--- src/rtl/attr_remap_pkg.sv ---
package attr_remap_pkg;

  typedef enum logic [1:0] {
    LVL_USER   = 2'd0,
    LVL_KERNEL = 2'd1,
    LVL_HYP    = 2'd2,
    LVL_MON    = 2'd3
  } level_e;

  typedef enum logic [1:0] {
    CACHE_NONE       = 2'b00,
    CACHE_WB_ALLOC   = 2'b01,
    CACHE_WT         = 2'b10,
    CACHE_WB_NOALLOC = 2'b11
  } cache_e;

  // strobes from control to datapath
  typedef struct packed {
    logic wrSec;
    logic wrNs;
    logic rdEn;
    logic rdSec;
  } strobe_t;

endpackage

--- src/rtl/attr_remap_ctrl.sv ---
module attr_remap_ctrl
  import attr_remap_pkg::*;
#(
  parameter int TRAP_W = 8,
  parameter logic [TRAP_W-1:0] TRAP_CODE = 8'h03
) (
  input  logic              clk,
  input  logic              rst,
  input  logic              reqValid,
  input  logic              reqWrite,
  input  logic [1:0]        reqLevel,
  input  logic              nsBit,
  input  logic              hypEnabled,
  input  logic              hypTrapAll,
  input  logic              hypTrapRead,
  input  logic              hypTrapWrite,
  input  logic              secWrLockA,
  input  logic              secWrLockB,
  output strobe_t           strobe,
  output logic              rspValid,
  output logic              rspUndef,
  output logic              rspTrap,
  output logic [TRAP_W-1:0] rspTrapCode
);

  level_e lvl;
  logic   isUndef;
  logic   isTrap;
  logic   secBank;
  logic   allowed;

  assign lvl = level_e'(reqLevel);

  always_comb begin
    isUndef = 1'b0;
    isTrap  = 1'b0;
    secBank = (lvl == LVL_MON) && !nsBit;
    case (lvl)
      LVL_USER: isUndef = 1'b1;
      LVL_KERNEL: begin
        if (hypEnabled) begin
          if (hypTrapAll)                   isTrap = 1'b1;
          else if (!reqWrite && hypTrapRead) isTrap = 1'b1;
          else if (reqWrite && hypTrapWrite) isTrap = 1'b1;
        end
      end
      LVL_MON: begin
        if (reqWrite && !nsBit && (secWrLockA || secWrLockB)) isUndef = 1'b1;
      end
      default: ;
    endcase
    allowed      = reqValid && !isUndef && !isTrap;
    strobe.wrSec = allowed && reqWrite && secBank;
    strobe.wrNs  = allowed && reqWrite && !secBank;
    strobe.rdEn  = allowed && !reqWrite;
    strobe.rdSec = secBank;
  end

  always_ff @(posedge clk) begin
    if (rst) begin
      rspValid    <= 1'b0;
      rspUndef    <= 1'b0;
      rspTrap     <= 1'b0;
      rspTrapCode <= '0;
    end else begin
      rspValid    <= reqValid;
      rspUndef    <= reqValid && isUndef;
      rspTrap     <= reqValid && isTrap;
      rspTrapCode <= (reqValid && isTrap) ? TRAP_CODE : '0;
    end
  end

endmodule

--- src/rtl/attr_remap_dp.sv ---
module attr_remap_dp
  import attr_remap_pkg::*;
#(
  parameter int DATA_W = 32,
  parameter int IDX_W  = 3,
  parameter int CODE_W = 2
) (
  input  logic              clk,
  input  logic              rst,
  input  strobe_t           strobe,
  input  logic [DATA_W-1:0] wdata,
  input  logic [IDX_W-1:0]  lkIdx,
  input  logic              lkSecure,
  output logic [DATA_W-1:0] rdata,
  output logic [CODE_W-1:0] lkInner,
  output logic [CODE_W-1:0] lkOuter
);

  localparam int NUM_BANKS  = 2;
  localparam int NUM_FIELDS = 1 << IDX_W;
  localparam int OUTER_OFS  = DATA_W / 2;

  // index 0 = non-secure, 1 = secure
  logic [NUM_BANKS-1:0][DATA_W-1:0] banks;
  logic [NUM_BANKS-1:0]             wrEn;
  logic [DATA_W-1:0]                lkWord;
  logic [NUM_FIELDS-1:0][CODE_W-1:0] innerF;
  logic [NUM_FIELDS-1:0][CODE_W-1:0] outerF;

  assign wrEn = {strobe.wrSec, strobe.wrNs};

  always_ff @(posedge clk) begin
    if (rst) begin
      banks <= '0;
      rdata <= '0;
    end else begin
      for (int b = 0; b < NUM_BANKS; b++) begin
        if (wrEn[b]) banks[b] <= wdata;
      end
      rdata <= strobe.rdEn ? banks[strobe.rdSec] : '0;
    end
  end

  assign lkWord = banks[lkSecure];

  for (genvar g = 0; g < NUM_FIELDS; g++) begin : gField
    assign innerF[g] = lkWord[CODE_W*g +: CODE_W];
    assign outerF[g] = lkWord[OUTER_OFS + CODE_W*g +: CODE_W];
  end

  assign lkInner = innerF[lkIdx];
  assign lkOuter = outerF[lkIdx];

endmodule

--- src/rtl/attr_remap_reg.sv ---
module attr_remap_reg
  import attr_remap_pkg::*;
#(
  parameter int DATA_W = 32,
  parameter int IDX_W  = 3,
  parameter int CODE_W = 2,
  parameter int TRAP_W = 8
) (
  input  logic              clk,
  input  logic              rst,
  input  logic              reqValid,
  input  logic              reqWrite,
  input  logic [1:0]        reqLevel,
  input  logic [DATA_W-1:0] reqWdata,
  input  logic              nsBit,
  input  logic              hypEnabled,
  input  logic              hypTrapAll,
  input  logic              hypTrapRead,
  input  logic              hypTrapWrite,
  input  logic              secWrLockA,
  input  logic              secWrLockB,
  input  logic              attrTex0,
  input  logic              attrC,
  input  logic              attrB,
  input  logic              lkSecure,
  output logic [CODE_W-1:0] lkInner,
  output logic [CODE_W-1:0] lkOuter,
  output logic              rspValid,
  output logic [DATA_W-1:0] rspRdata,
  output logic              rspUndef,
  output logic              rspTrap,
  output logic [TRAP_W-1:0] rspTrapCode
);

  strobe_t strobe;

  attr_remap_ctrl #(.TRAP_W(TRAP_W)) u_ctrl (
    .clk(clk), .rst(rst),
    .reqValid(reqValid), .reqWrite(reqWrite), .reqLevel(reqLevel),
    .nsBit(nsBit), .hypEnabled(hypEnabled),
    .hypTrapAll(hypTrapAll), .hypTrapRead(hypTrapRead), .hypTrapWrite(hypTrapWrite),
    .secWrLockA(secWrLockA), .secWrLockB(secWrLockB),
    .strobe(strobe),
    .rspValid(rspValid), .rspUndef(rspUndef), .rspTrap(rspTrap),
    .rspTrapCode(rspTrapCode)
  );

  attr_remap_dp #(.DATA_W(DATA_W), .IDX_W(IDX_W), .CODE_W(CODE_W)) u_dp (
    .clk(clk), .rst(rst),
    .strobe(strobe), .wdata(reqWdata),
    .lkIdx({attrTex0, attrC, attrB}), .lkSecure(lkSecure),
    .rdata(rspRdata), .lkInner(lkInner), .lkOuter(lkOuter)
  );

endmodule

--- config.mk ---
export PLATFORM = sky130hd
export DESIGN_NAME = attr_remap_reg
export DESIGN_NICKNAME = d
export VERILOG_FILES = /design/src/rtl/attr_remap_pkg.sv /design/src/rtl/attr_remap_ctrl.sv /design/src/rtl/attr_remap_dp.sv /design/src/rtl/attr_remap_reg.sv
export SDC_FILE = /design/constraint.sdc
export NUM_CORES = 1
export LEC_CHECK = 0
export ABC_AREA = 1
export BUFFER_PORTS_ARGS = -buffer_cell sky130_fd_sc_hd__buf_2
export CAP_MARGIN = 20
export CORE_MARGIN = 4
export CORE_UTILIZATION = 56
export DETAILED_ROUTE_END_ITERATION = 7
export HOLD_SLACK_MARGIN = 0.15
export PLACE_DENSITY = 0.91
export SLEW_MARGIN = 10
export SYNTH_ARGS = -nofsm -noshare
export SYNTH_HDL_FRONTEND = slang
export SYNTH_SLANG_ARGS = --single-unit
--- constraint.sdc ---
create_clock -name clk -period 2.1 [get_ports clk]
set_input_delay 0.42 -clock clk [delete_from_list [all_inputs] [get_ports clk]]
set_output_delay 0.42 -clock clk [all_outputs]
set_load 0.05 [all_outputs]
Word-level counts from Yosys, hierarchy flattened
Index checks and enable logic that the tools add are counted.

storage, ports and cells
  output and inout bits = 47
  register bits after elaboration = 107

operators by class
  bitwise logic cells = 1
  $lt $le $gt $ge = 3
  multiplexer cells = 16
  equal/unequal tests = 2
  reduce and logical (&&, ||, !) cells = 21

operators by type and width
  cell                                                  count
  two-way mux 32 bit                                    4
  logical AND 1 bit                                     13
  binary-select mux 2 bit (select 3 bit)                2
  two-way mux 1 bit                                     6
  two-way mux 2 bit                                     3
  logical NOT 1 bit                                     5
  < comparator 1 x 2 -> 1 bit (second input constant)   2
  < comparator 3 x 4 -> 1 bit (second input constant)   1
  equality test 2 x 1 -> 1 bit (second input constant)  1
  equality test 2 bit (second input constant)           1
  logical NOT 2 bit                                     1
  one-hot mux 1 bit (2 select lines)                    1
  OR reduction 2 bit                                    1
  logical OR 1 bit                                      1
  NOT 1 bit                                             1

Logic depth before layout (Yosys ltp)
  depth after elaboration = 11
  depth in mapped cells = 11

Hierarchy
From an unflattened synthesis, not the netlist that was laid out.

unflattened totals
  cells, all modules = 573
  area total of the unflattened synthesis = 4374.2 um^2

modules (own cells, without submodules)
  module           sequential area each (um^2)  times used  cells an instance  area each (um^2)
  attr_remap_dp    1921.8                       1           525                4071.4
  attr_remap_ctrl  60.1                         1           48                 302.8

Worst setup path after synthesis
OpenSTA, ideal clock, no wires.

  kind = input -> output
  start = input lkSecure
  end = output lkInner[0]
  cell stages on the path = 6
  setup slack = 0.109 ns
  data required time = 1.680 ns
  arrival = 1.571 ns
  path buffers = 2
  cells stage by stage = clkbuf_1 > buf_1 > o211ai_1 > nand3_1 > nand3_1 > nand2_1

on the way
  cells in the longest elaborated chain, start to end = 4

RTL lines
  element                                                line                  source
  start, declared                                        attr_remap_reg.sv:25  input logic lkSecure,
  two-way mux 32 bit (implied by the code) (2 in a row)  attr_remap_dp.sv:44   assign lkWord = banks[lkSecure];
  binary-select mux 2 bit (select 3 bit)                 attr_remap_dp.sv:51   assign lkInner = innerF[lkIdx];
  two-way mux 2 bit (implied by the code)                attr_remap_dp.sv:51
  end, declared                                          attr_remap_reg.sv:26  output logic [CODE_W-1:0] lkInner,

Every way passes these cells. The select of a mux whose other input is x is not followed.

Worst setup path after layout
  start = register u_dp.banks[40] in the netlist's numbering
  end = output lkInner[0]

on the way
  cells in the longest elaborated chain, start to end = 4

RTL lines
  element                                                line                 source
  start, declared                                        attr_remap_dp.sv:24  logic [NUM_BANKS-1:0][DATA_W-1:0] banks;
  start signal, assigned by index                        attr_remap_dp.sv:38  if (wrEn[b]) banks[b] <= wdata;
  two-way mux 32 bit (implied by the code) (2 in a row)  attr_remap_dp.sv:44
  binary-select mux 2 bit (select 3 bit)                 attr_remap_dp.sv:51
  two-way mux 2 bit (implied by the code)                attr_remap_dp.sv:51

Every way passes these cells. The select of a mux whose other input is x is not followed.

==> results.txt <==
On the worst path, the slowest cell contributes a delay of 340 ps. The worst setup path is captured at an output pin. The remaining antenna violation count came out at 0. The die span in x is 103.0 um.

The cell count after synthesis came out at 800. The flow ran to the end, and the final reports show no timing, DRC or antenna violations. The H-tree depth is 3. The total wire length after detailed routing came out at 12.94 mm. The routed length per instance is 13.19 um. In this run the critical register-to-register path is captured at u_dp.rdata[31]. The setup-violating endpoint count in the final report came out at 0.

The number of antenna violations at the first check in global routing is 0. The number of hold-repair buffers added at the cts stage came out at 0. The number of DRC violations after detailed-routing iteration 0 came out at 442. The total overflow reported by the global router came out at 0.

The data required time at the worst endpoint is 1680 ps. The core outline area is 8763 sq um. The number of flip-flops and latches in the synthesized netlist came out at 99. In the finished design, the share of the clock period the worst path needs comes to 92.75%. The ratio of cells with drive above 1 in the final layout is 15.46%. The slowest stage cell on the critical path is dfxtp_1. The floorplan row count is 34. The average instance area after synthesis is 6.315 sq um. Based on the critical path, the design can be clocked at up to 513.4 MHz. The setup path with the least slack is of type register to output pin. Summing all multi-input logic gate instances after layout gives 2166 sq um. Post-CTS timing repair inserted 0 buffers for setup.

The insertion delay to the later sink of the worst-skew pair came out at 370 ps. The number of port buffers is 89. The most critical setup path has its endpoint at lkInner[0]. CTS placed an instance of clkbuf_8 at the clock tree root. The overall die area came out at 10610 sq um. The start of the worst register-to-register path is u_dp.banks[31]. The average via count per standard cell is 5.265. Setup repair after global routing left no endpoint under its margin. In this run, post-CTS repair resized a total of 0 instances. The wire-length estimate of the detail-placed layout is 8.721 mm. In this run the static leakage power is 3.005 nW. The final setup TNS came out at 0 ps. The clock skew after layout is 5.836 ps. The total power density per cell area is 656.0 nW/um^2. The total count of max-transition violations in the final report is 0. The chip height is 103.0 um. The minimum setup slack among reg-to-reg paths is 1350 ps. The I/O pin count came out at 96. The hold violation total from the final report is 0. The total clock buffers created by CTS is 9.

Traced cell by cell, the critical path runs through inv_1 > a21oi_1 > o21ai_0 > nand3_1 > nand3_1 > nand2_1 > buf_2. Counting I/O delays and the setup requirement, the final critical path takes 1948 ps. The clock transition time at the flip-flop clock pins of the worst setup and hold paths came out at 100 ps.

The post-synth design cell area came out at 5052 sq um. The minimum hold slack came out at 260.1 ps. The clock sink count came out at 99. The path category of the worst min-delay check is input pin to register. In the routed design, unresolved DRC markers number 0. For the worst flop-to-flop path, the logic depth is 2. The total inserted antenna cells came out at 0. Global routing consumed, over all layers together, 25.06% of the routing resources. The worst setup path startpoint is u_dp.banks[40].

Counting stages on the worst path, the most repeated cell is nand3_1. The via count of the first global-routing pass was 4763. The maximum root-to-sink buffer count came out at 2. The wire length of the first global-routing pass is 21.19 mm. The number of warning messages in the yosys log is 0. The largest vdd supply drop is 0.3530 mV.

The TritonCTS clock tree is built. Relative to the synthesized area, the layout overhead comes to 15.18%. The netlist uses 22 different library cells. Of all nets on the critical path, the largest fanout is 2.

Entering global routing, the biggest net connects 43 pins. The final-layout fill cell count came out at 783. The share of synthesized area occupied by flip-flops and latches is 39.23%. The weighted congestion reported at the end of routability-driven placement came out at 0.8447. The final route contains 5165 vias. The final layout net count came out at 921. The worst setup path is launched from a register.

The register area came out at 1982 sq um. The max-cap violation count came out at 0. STA puts the critical path data arrival time at 1530 ps. The initial core utilization came out at 57.65%. The count of TritonRoute iterations in the first routing pass is 5.
state kept, by name, summed over array words and instances, names as in the netlist:
register / flops
u_dp.banks: 64
u_dp.rdata: 32
u_ctrl.rspTrapCode: 1
u_ctrl.rspUndef: 1
u_ctrl.rspValid: 1
kinds of logic (layout without fill, tap and decap cells):
family	Yosys count	count (layout)	synth area share (%)
flip-flops	99	99	39.23
AND/OR/NAND/NOR	381	381	32.54
AO/OA/AOI/OAI	81	81	8.891
adder cells (fa/ha/maj)	3	3	0.7430
buffers and inverters	235	303	18.52
other	1	6	0.07422
routing by layer:
layer / vias to the layer above / track usage (%) / part of all wire (%) / wire (um)
met3: 41 / 3.924 / 9.7 / 1253
met1: 2295 / 33.25 / 42 / 5387
met4: 0 / 10.36 / 2.7 / 345
li1: 2562 / - / - / -
met2: 267 / 40.70 / 46 / 5953
met5: - / 0 / 0 / 0
synth_stat cells, drive strengths merged:
cell type	n	share of area, %
nand2	218	16
inv	174	13
dfxtp	99	39
nor2	68	5.3
nand4	65	8.0
a21oi	49	4.9
clkbuf	31	2.3
buf	30	3.3
nand3	27	2.7
o211ai	16	2.4
o21ai	16	1.6
ha	3	0.74
and3	1	0.12
conb	1	0.074
nand3b	1	0.15
nor3	1	0.099
worst max-delay path: cells and delay by family, from the launching register on:
kind / cells / cell delay (ps)
AOI/OAI and AO/OA: 2 / 230
buffers and inverters: 2 / 320
DFF: 1 / 340
and+or+nand+nor: 3 / 270
cell type report:
| class | instances | area share (%) |
|---|---|---|
| timing repair buffer | 114 | 12.17 |
| clock inverter | 5 | 0.6450 |
| multi-input combinational | 471 | 37.22 |
| clock buffer | 10 | 2.365 |
| tap | 108 | 2.322 |
| sequential | 99 | 34.06 |
| inverter | 174 | 11.22 |
placed cells by master (no fill, tap or decap), types with 2 or more instances in the layout:
master	Yosys	routed
a21oi_1	48	48
buf_12	0	6
buf_2	19	89
buf_4	8	19
clkbuf_8	0	10
clkinvlp_4	0	2
conb_1	1	6
dfxtp_1	99	99
ha_1	3	3
inv_1	173	172
inv_6	0	2
nand2_1	218	217
nand3_1	27	27
nand4_1	65	65
nor2_1	66	65
nor2_2	1	2
o211ai_1	16	16
o21ai_0	16	16
power breakdown:
group | total, W | internal, W | switching, W
Combinational | 0.000690 | 0.000226 | 0.000464
Clock | 0.00114 | 0.000463 | 0.000675
Sequential | 0.00199 | 0.00194 | 0.0000454
stage by stage:
stage / instance area (sq um) / total power, W / cells / setup WS, ps / utilization, %
3_5_place_dp: 5644 / 0.002709 / 966 / 190.8 / 64.41
2_1_floorplan: 5071 / 0.002509 / 805 / 108.9 / -
5_1_grt: 5819 / 0.003992 / 981 / 26.42 / 66.40
4_1_cts: 5819 / 0.003818 / 981 / 171.9 / 66.40
3_3_place_gp: 5644 / 0.002691 / 966 / 216.9 / 64.41
6_report: 5819 / 0.003818 / 981 / 152.2 / 66.40
worst min-delay path by stage:
| stage | start | to | slack, ps | depth (start not counted) |
|---|---|---|---|---|
| 3_5_place_dp | u_dp.banks[32] | u_dp.rdata[0] | 460 | 2 |
| 6_report | rst | u_ctrl.rspUndef | 260 | 2 |
| 4_1_cts | rst | u_ctrl.rspUndef | 260 | 2 |
| 3_3_place_gp | u_dp.banks[50] | u_dp.rdata[18] | 450 | 2 |
| 5_1_grt | rst | u_ctrl.rspUndef | 270 | 2 |
| 2_1_floorplan | u_dp.banks[32] | u_dp.rdata[0] | 440 | 2 |
Note: power is estimated with default switching activity, not from simulation.
